==> config.mk <==
export PLATFORM = sky130hd
export DESIGN_NAME = i2c_hs_mode_detect
export DESIGN_NICKNAME = d
export VERILOG_FILES = /design/src/rtl/i2c_hsd_pkg.sv /design/src/rtl/i2c_hsd_sync.sv /design/src/rtl/i2c_hsd_cond.sv /design/src/rtl/i2c_hsd_mode.sv /design/src/rtl/i2c_hs_mode_detect.sv
export SDC_FILE = /design/constraint.sdc
export NUM_CORES = 1
export LEC_CHECK = 0
export ABC_AREA = 1
export BUFFER_PORTS_ARGS = -buffer_cell sky130_fd_sc_hd__clkbuf_2
export CAP_MARGIN = 20
export CORE_UTILIZATION = 55
export CTS_CLUSTER_SIZE = 20
export DETAILED_ROUTE_END_ITERATION = 10
export PLACE_DENSITY = 0.75
export SLEW_MARGIN = 20
export SYNTH_ARGS = -nofsm -noshare
export SYNTH_HDL_FRONTEND = slang
export SYNTH_SLANG_ARGS = --single-unit
==> constraint.sdc <==
create_clock -name clk -period 1.3 [get_ports clk]
set_input_delay 0.195 -clock clk [delete_from_list [all_inputs] [get_ports clk]]
set_output_delay 0.195 -clock clk [all_outputs]
set_load 0.02 [all_outputs]
==> src/rtl/i2c_hsd_pkg.sv <==
package i2c_hsd_pkg;

  localparam int BYTE_W      = 8;
  localparam int CNT_W       = $clog2(BYTE_W);
  localparam int MC_PREFIX_W = 5;
  localparam logic [MC_PREFIX_W-1:0] MC_PREFIX = 5'b00001;

  // Where the monitor stands within the current transfer
  typedef enum logic [1:0] {
    PH_IDLE,    // no transfer open
    PH_FIRST,   // collecting the byte that follows a plain START
    PH_MC_ACK,  // waiting for the bit after a master code
    PH_OTHER    // anything else while the bus is busy
  } phase_t;

  // A reserved high-speed code: the prefix is fixed, the low bits are free
  function automatic logic is_master_code(input logic [BYTE_W-1:0] b);
    return b[BYTE_W-1 -: MC_PREFIX_W] == MC_PREFIX;
  endfunction

  // Shift one received bit in, MSB first
  function automatic logic [BYTE_W-1:0] shift_in(input logic [BYTE_W-1:0] sh,
                                                 input logic bit_in);
    return {sh[BYTE_W-2:0], bit_in};
  endfunction

endpackage

==> src/rtl/i2c_hsd_sync.sv <==
// Brings the asynchronous bus lines into the clock domain. For each line it
// gives the synchronised level and that level delayed by one more cycle.
module i2c_hsd_sync #(
  parameter int STAGES = 2,
  parameter int W      = 2
) (
  input  logic         clk,
  input  logic         rst,
  input  logic [W-1:0] din,
  output logic [W-1:0] q,
  output logic [W-1:0] q_d
);

  generate
    for (genvar k = 0; k < W; k++) begin : g_line
      // stages 0..STAGES-1 synchronise; stage STAGES is the history tap
      logic [STAGES:0] chain;

      always_ff @(posedge clk) begin
        if (rst) chain <= '1;  // an idle bus is high
        else     chain <= {chain[STAGES-1:0], din[k]};
      end

      assign q[k]   = chain[STAGES-1];
      assign q_d[k] = chain[STAGES];
    end
  endgenerate

endmodule

==> src/rtl/i2c_hsd_cond.sv <==
// Finds START, repeated START and STOP, and tracks whether the bus is busy.
module i2c_hsd_cond (
  input  logic clk,
  input  logic rst,
  input  logic scl_s,
  input  logic scl_d,
  input  logic sda_s,
  input  logic sda_d,
  output logic start_ev,
  output logic rstart_ev,
  output logic stop_ev,
  output logic scl_rise,
  output logic busy
);

  logic scl_steady_hi;
  logic start_raw;
  logic stop_raw;

  assign scl_steady_hi = scl_s & scl_d;
  assign start_raw     = scl_steady_hi & sda_d & ~sda_s;
  assign stop_raw      = scl_steady_hi & ~sda_d & sda_s;
  assign scl_rise      = scl_s & ~scl_d;

  always_ff @(posedge clk) begin
    if (rst)            busy <= 1'b0;
    else if (stop_raw)  busy <= 1'b0;
    else if (start_raw) busy <= 1'b1;
  end

  assign start_ev  = start_raw & ~busy;
  assign rstart_ev = start_raw & busy;
  assign stop_ev   = stop_raw;

endmodule

==> src/rtl/i2c_hsd_mode.sv <==
// Reads the byte after a plain START and decides on the bus mode.
module i2c_hsd_mode
  import i2c_hsd_pkg::*;
(
  input  logic clk,
  input  logic rst,
  input  logic start_ev,
  input  logic rstart_ev,
  input  logic stop_ev,
  input  logic scl_rise,
  input  logic sda_bit,
  output logic hs_mode,
  output logic mc_hit,
  output logic mc_nack,
  output logic mc_ack_err
);

  phase_t            phase;
  logic [CNT_W-1:0]  bit_cnt;
  logic [BYTE_W-1:0] shreg;
  logic [BYTE_W-1:0] byte_now;
  logic              last_bit;
  logic              first_done;

  assign byte_now   = shift_in(shreg, sda_bit);
  assign last_bit   = bit_cnt == CNT_W'(BYTE_W - 1);
  assign first_done = (phase == PH_FIRST) & scl_rise & last_bit;
  assign mc_hit     = first_done & is_master_code(byte_now);
  assign mc_nack    = (phase == PH_MC_ACK) & scl_rise & sda_bit;
  assign mc_ack_err = (phase == PH_MC_ACK) & scl_rise & ~sda_bit;

  always_ff @(posedge clk) begin
    if (rst || stop_ev) begin
      phase   <= PH_IDLE;
      bit_cnt <= '0;
      shreg   <= '0;
      hs_mode <= 1'b0;
    end else if (start_ev) begin
      phase   <= PH_FIRST;
      bit_cnt <= '0;
      shreg   <= '0;
    end else if (rstart_ev) begin
      // stay in the current mode; bytes after Sr are never master codes
      phase   <= PH_OTHER;
      bit_cnt <= '0;
    end else if (scl_rise) begin
      unique case (phase)
        PH_FIRST: begin
          shreg <= byte_now;
          if (last_bit) begin
            bit_cnt <= '0;
            phase   <= is_master_code(byte_now) ? PH_MC_ACK : PH_OTHER;
          end else begin
            bit_cnt <= bit_cnt + 1'b1;
          end
        end
        PH_MC_ACK: begin
          if (sda_bit) hs_mode <= 1'b1;
          phase <= PH_OTHER;
        end
        default: ;
      endcase
    end
  end

endmodule

==> src/rtl/i2c_hs_mode_detect.sv <==
module i2c_hs_mode_detect #(
  parameter int SYNC_STAGES = 2
) (
  input  logic clk,
  input  logic rst,
  input  logic scl_in,
  input  logic sda_in,
  output logic hs_mode,
  output logic start_pulse,
  output logic rstart_pulse,
  output logic stop_pulse,
  output logic mcode_pulse
);

  localparam int LINES = 2;

  logic [LINES-1:0] line_s;
  logic [LINES-1:0] line_d;

  // events between the pieces, named for the checker
  logic start_w;
  logic rstart_w;
  logic stop_w;
  logic scl_rise_w;
  logic busy_w;
  logic mc_hit_w;
  logic mc_nack_w;
  logic mc_ack_err_w;

  i2c_hsd_sync #(.STAGES(SYNC_STAGES), .W(LINES)) u_sync (
    .clk (clk),
    .rst (rst),
    .din ({sda_in, scl_in}),
    .q   (line_s),
    .q_d (line_d)
  );

  i2c_hsd_cond u_cond (
    .clk       (clk),
    .rst       (rst),
    .scl_s     (line_s[0]),
    .scl_d     (line_d[0]),
    .sda_s     (line_s[1]),
    .sda_d     (line_d[1]),
    .start_ev  (start_w),
    .rstart_ev (rstart_w),
    .stop_ev   (stop_w),
    .scl_rise  (scl_rise_w),
    .busy      (busy_w)
  );

  i2c_hsd_mode u_mode (
    .clk        (clk),
    .rst        (rst),
    .start_ev   (start_w),
    .rstart_ev  (rstart_w),
    .stop_ev    (stop_w),
    .scl_rise   (scl_rise_w),
    .sda_bit    (line_s[1]),
    .hs_mode    (hs_mode),
    .mc_hit     (mc_hit_w),
    .mc_nack    (mc_nack_w),
    .mc_ack_err (mc_ack_err_w)
  );

  always_ff @(posedge clk) begin
    if (rst) begin
      start_pulse  <= 1'b0;
      rstart_pulse <= 1'b0;
      stop_pulse   <= 1'b0;
      mcode_pulse  <= 1'b0;
    end else begin
      start_pulse  <= start_w;
      rstart_pulse <= rstart_w;
      stop_pulse   <= stop_w;
      mcode_pulse  <= mc_hit_w;
    end
  end

endmodule

# Word level (Yosys, flattened, before mapping)
# Index checks and enable logic that the tools add are counted.
# totals
register_bits,24
inputBits,4
output_inout_bits,5
word_cells,56
# op_classes
n_addsub,1
n_eq_ne,6
muxes,7
bitwise,17
n_reduce_logical,13
# op_table
op,count
1-bit AND,11
3-bit AND reduction,3
2-bit two-way mux,3
1-bit inverter,6
3-bit nonzero test,2
5-bit by 1-bit == test with 1-bit output (second input constant),1
5-bit AND reduction,1
4-bit by 3-bit inequality test with 1-bit output (second input constant),1
2-bit case mux with 2 select lines,1
4-bit nonzero test,1
2-bit OR reduction,2
3-bit by 1-bit adder with 3-bit output (second input constant),1
3-bit == test (second input constant),1
3-bit two-way mux,1
3-bit by 2-bit inequality test with 1-bit output (second input constant),1
3-bit OR reduction,1
2-bit by 1-bit == test with 1-bit output (second input constant),1
2-bit == test (second input constant),1
1-bit two-way mux,2
2-bit AND reduction,1
2-bit nonzero test,1
1-bit logical OR,1

# Depth between registers and ports, before layout
# depth
depth_word,7
mapped_depth,9
ltp_nobuf,9

# Hierarchy
# A second synthesis with hierarchy kept.
# unflattened
cells_unflattened,150
area_unflattened_um2,1056.0
# by_module_without_submodules
module,instances,cells_each,area_per_inst_um2,seq_area_each_um2
i2c_hsd_mode,1,96,656.9,260.2
i2c_hsd_sync,1,23,198.9,120.1
i2c_hs_mode_detect,1,12,110.1,80.1
i2c_hsd_cond,1,19,90.1,20.0

# Worst setup path after synthesis
# No wires, ideal clock.
# synth_path
path_type,register -> register
from,reg u_mode.bit_cnt[0]
to,reg u_mode.phase[0]
setup_ps,112
t_arrival_ps,1025
t_required_ps,1188
path_slack_ps,164
path_stages_with_launch,9
n_path_buf,0
period_less_slack_ps,1136
cell_sequence,dfxtp_1 -> ha_1 -> ha_1 -> inv_1 -> nand2_1 -> nand3_1 -> nand3_1 -> nand2_1 -> nor2_1
# synth_between
elab_chain_len,3
# synth_rtl
item,line,text
start: declaration,i2c_hsd_mode.sv:19,logic [CNT_W-1:0] bit_cnt;
start signal: assignment,i2c_hsd_mode.sv:54,bit_cnt <= bit_cnt + 1'b1;
3-bit == test,i2c_hsd_mode.sv:26,assign last_bit = bit_cnt == CNT_W'(BYTE_W - 1);
4-bit by 3-bit inequality test with 1-bit output (no line),n/a,
3-bit AND reduction (no line),n/a,
end signal: assignment,i2c_hsd_mode.sv:52,phase <= is_master_code(byte_now) ? PH_MC_ACK : PH_OTHER;
end: declaration,i2c_hsd_mode.sv:18,phase_t phase;
# Every way passes these cells.
# A chain may end at the register's enable or synchronous reset.

# Final worst setup path
# layout_path
from,reg u_mode.phase[1]
to,reg u_mode.bit_cnt[2]
# layout_between
elab_chain_len,2
# layout_rtl
item,line,text
2-bit by 1-bit == test with 1-bit output,i2c_hsd_mode.sv:47,unique case (phase)
2-bit AND reduction (no line),n/a,
# Every way passes these cells.

==> results.py <==
metrics = {
    "outcome": {
        "status": "complete, no violations",
    },
    "timing": {
        "fin_ws_ps": 102,
        "timing.final.crit_period_ps": 1200,
        "tightest_slew_ps": 215,
        "max_freq_ghz": 0.835,
        "post-route-period-util": 0.921,
        "relSlewSlack": 0.856,
        "finalClockSkew_ps": 3.93,
        "finalSetupTns_ps": 0,
        "hold_viol": 0,
        "rsz0062_at_grt": "no",
        "whs_ps": 59.5,
        "setup_viol_count_final": 0,
        "maxSlewViolCount": 0,
    },
    "route": {
        "firstDrtPassIters": 4,
        "vias_per_cell": 5.19,
        "vias": 726,
        "wirelength_um": 1520,
        "drt_iter0_markers": 23,
        "wl_per_cell_um": 10.8,
        "drtAntennaViolNets": 0,
        "drc_errors": 0,
    },
    "clock_tree": {
        "root_buffer": "clkbuf_4",
        "worstSkewPairLatency_ps": 310,
        "cts_buffers": 3,
        "hold_buffers": 0,
        "cts_tree": "done",
        "h-tree-depth": 1,
        "clk_pin_slew_ps": 120,
        "clock_path_buffers": 2,
        "clock_sinks": 24,
    },
    "final_layout": {
        "fin_nets": 133,
        "synthToLayoutAreaGrowth_pct": 13.8,
        "diodes": 0,
        "layout-drive-gt1-share": 0.274,
        "final_cells": 140,
    },
    "yosys": {
        "synth_top_family_by_area": "simple AND/OR/NAND/NOR gates",
        "synth_top_cell_by_area": "dfxtp_1",
        "synth_edf_count": 0,
        "synth_top_area_share": 0.515,
        "syn-num-nets": 121,
        "synth-seq-area-share": 0.515,
        "synth_xor_xnor_area_share": 0,
        "synth_ff_type": "dfxtp_1",
        "synth-compound-area-share": 0.0952,
        "synthTopCellsByArea": "dfxtp_1 51%, nand2_1 12%, ha_1 5.4%",
        "synth-simple-area-share": 0.267,
        "yosys_register_bits": 24,
        "synthCells": 113,
        "yosys_warnings": 0,
        "synth_mux_area_frac": 0,
        "synth_async_sr_flop_share": 0,
        "syn_area_um2": 933,
        "avgSynthCellArea_um2": 8.26,
        "synth_fa_ha_area_frac": 0.0536,
        "synth_cell_types": 18,
    },
    "worst_setup_path": {
        "slowest_delay_ps": 340,
        "critPathKind": "reg -> reg",
        "required_ps": 1550,
        "critPathLaunch": "u_mode.phase[1]$_SDFFE_PP0P_",
        "crit_path_end_kind": "flip-flop",
        "path_cells": "inv_1 -> ha_1 -> nand2_2 -> inv_2 -> nand2_1 -> a21oi_1",
        "crit_fanout": 11,
        "critPathArrivalTime_ps": 1440,
        "worstReg2RegStart": "u_mode.phase[1]$_SDFFE_PP0P_",
        "worst_setup_path_start_kind": "flip-flop",
        "worst-r2r-setup-slack_ps": 100,
        "slowest_stage": "dfxtp_1",
    },
    "place": {
        "portBuffers": 8,
        "detailed_place_hpwl_um": 1160,
        "place_ws_ps": 60.3,
        "post-place-cells": 136,
        "globalplace.congestion": 0.799,
    },
    "die": {
        "core_area_um2": 1540,
        "die_area_um2": 1870,
        "core.rowCount": 14,
        "die_width_um": 43.2,
        "pin_count": 9,
        "die_y_um": 43.2,
        "start_util": 0.606,
    },
    "pwr": {
        "powerDensity_nw_per_um2": 1270,
        "vdd_drop_max_mv": 0.734,
        "pwr-share-comb": 0.055,
        "internal_power_mw": 1.09,
        "power_leakage_nw": 0.437,
        "switching_share": 0.197,
        "clkPwrFrac": 0.386,
        "p_total_mw": 1.35,
        "p_sw_uw": 267,
        "pwr-share-seq": 0.559,
    },
    "global_route": {
        "grt_usage": 0.188,
        "grt-ovfl-total": 0,
        "grt_pass1_wl_um": 2580,
        "grt_max_degree": 15,
        "antenna_found_initial": 0,
        "grt_pass1_vias": 641,
    },
    "run": {
        "drv_cap": 0,
    },
    "worst_hold_path": {
        "hp-class": "in -> reg",
        "hp-start": "sda_in",
    },
}
[final timing paths]
kind / endpoint / depth (start not counted)
worst max-delay path: u_mode.bit_cnt[2]$_SDFFE_PP0N_ / 6
worst min-delay path: u_sync.g_line[1].chain[0]$_SDFF_PP1_ / 2
worst max register to register: u_mode.bit_cnt[2]$_SDFFE_PP0N_ / 6
worst min register to register: u_sync.g_line[1].chain[1]$_SDFF_PP1_ / 1
[timing repair]
item	in CTS	in global routing
buffers inserted	0	0
setup endpoints to repair	0	1
gates resized for setup	0	7
[placed cells by master, fill, tap and decap left out, types with 2 or more instances in the layout]
master     n
a21oi_2    4
dfxtp_2    2
nor3_1     2
clkbuf_2   8
inv_1     10
nor2_1    11
nand2_2    3
clkbuf_4   3
nand2_1   29
nand3_1    4
dfxtp_1   22
ha_1       2
inv_2      3
a21oi_1    8
or2_2      4
[per-stage QoR]
step           instance area [um^2]  utilization
2_1_floorplan                   933            -
3_3_place_gp                    985        0.639
3_5_place_dp                    985        0.639
4_1_cts                        1040        0.673
5_1_grt                        1060        0.689
6_report                       1060        0.689
[synth_stat cells (2+ instances only)]
master   count
inv_1       10
nand2_2      2
dfxtp_1     24
or2_2        4
nand3_1      5
nand2_1     30
a21oi_1      8
nor2_1      11
ha_1         4
inv_2        3
a21oi_2      4
nor3_1       2
[area by class of cell]
type                       instances  area (um^2)
fill                             130          479
clock inverter                     1         30.0
timing repair buffer               9         47.5
tap                               16         20.0
multi-input combinational         74          410
sequential                        24          483
clock buffer                       3         22.5
inverter                          13         48.8
[power groups by stage]
stage | Clock [mW] | Sequential [mW] | Combinational [mW]
finish | 0.522 | 0.756 | 0.0747
global placement | 0 | 0.772 | 0.0691
detailed placement | 0 | 0.773 | 0.0718
global route | 0.562 | 0.759 | 0.0828
floorplan | 0 | 0.773 | 0.0497
CTS | 0.533 | 0.757 | 0.0731
[flip-flops by register name, indices dropped and copies added (netlist names)]
name	flops
u_mode.phase	2
start_pulse	1
rstart_pulse	1
u_sync.g_line.chain	6
stop_pulse	1
u_mode.shreg	7
u_mode.bit_cnt	3
u_cond.busy	1
mcode_pulse	1
u_mode.hs_mode	1
[routing by layer]
| layer | share of wire | GRT usage |
|---|---|---|
| met1 | 0.46 | 0.223 |
| met5 | 0 | 0 |
| met2 | 0.47 | 0.304 |
| met3 | 0.054 | 0.0766 |
| met4 | 0.019 | 0.0606 |
[critical path, delay by kind of cell, from the launching register on]
kind,cells,cell delay [ps]
fa+ha+maj,1,220
simple gates,2,200
flops,1,340
compound gates,1,160
buf+inv,2,220
[kinds of logic after synthesis]
group | after synthesis
buf+inv | 15
simple gates | 56
fa+ha+maj | 4
flops | 24
compound gates | 14
Note: power is estimated with default switching activity, not from simulation.
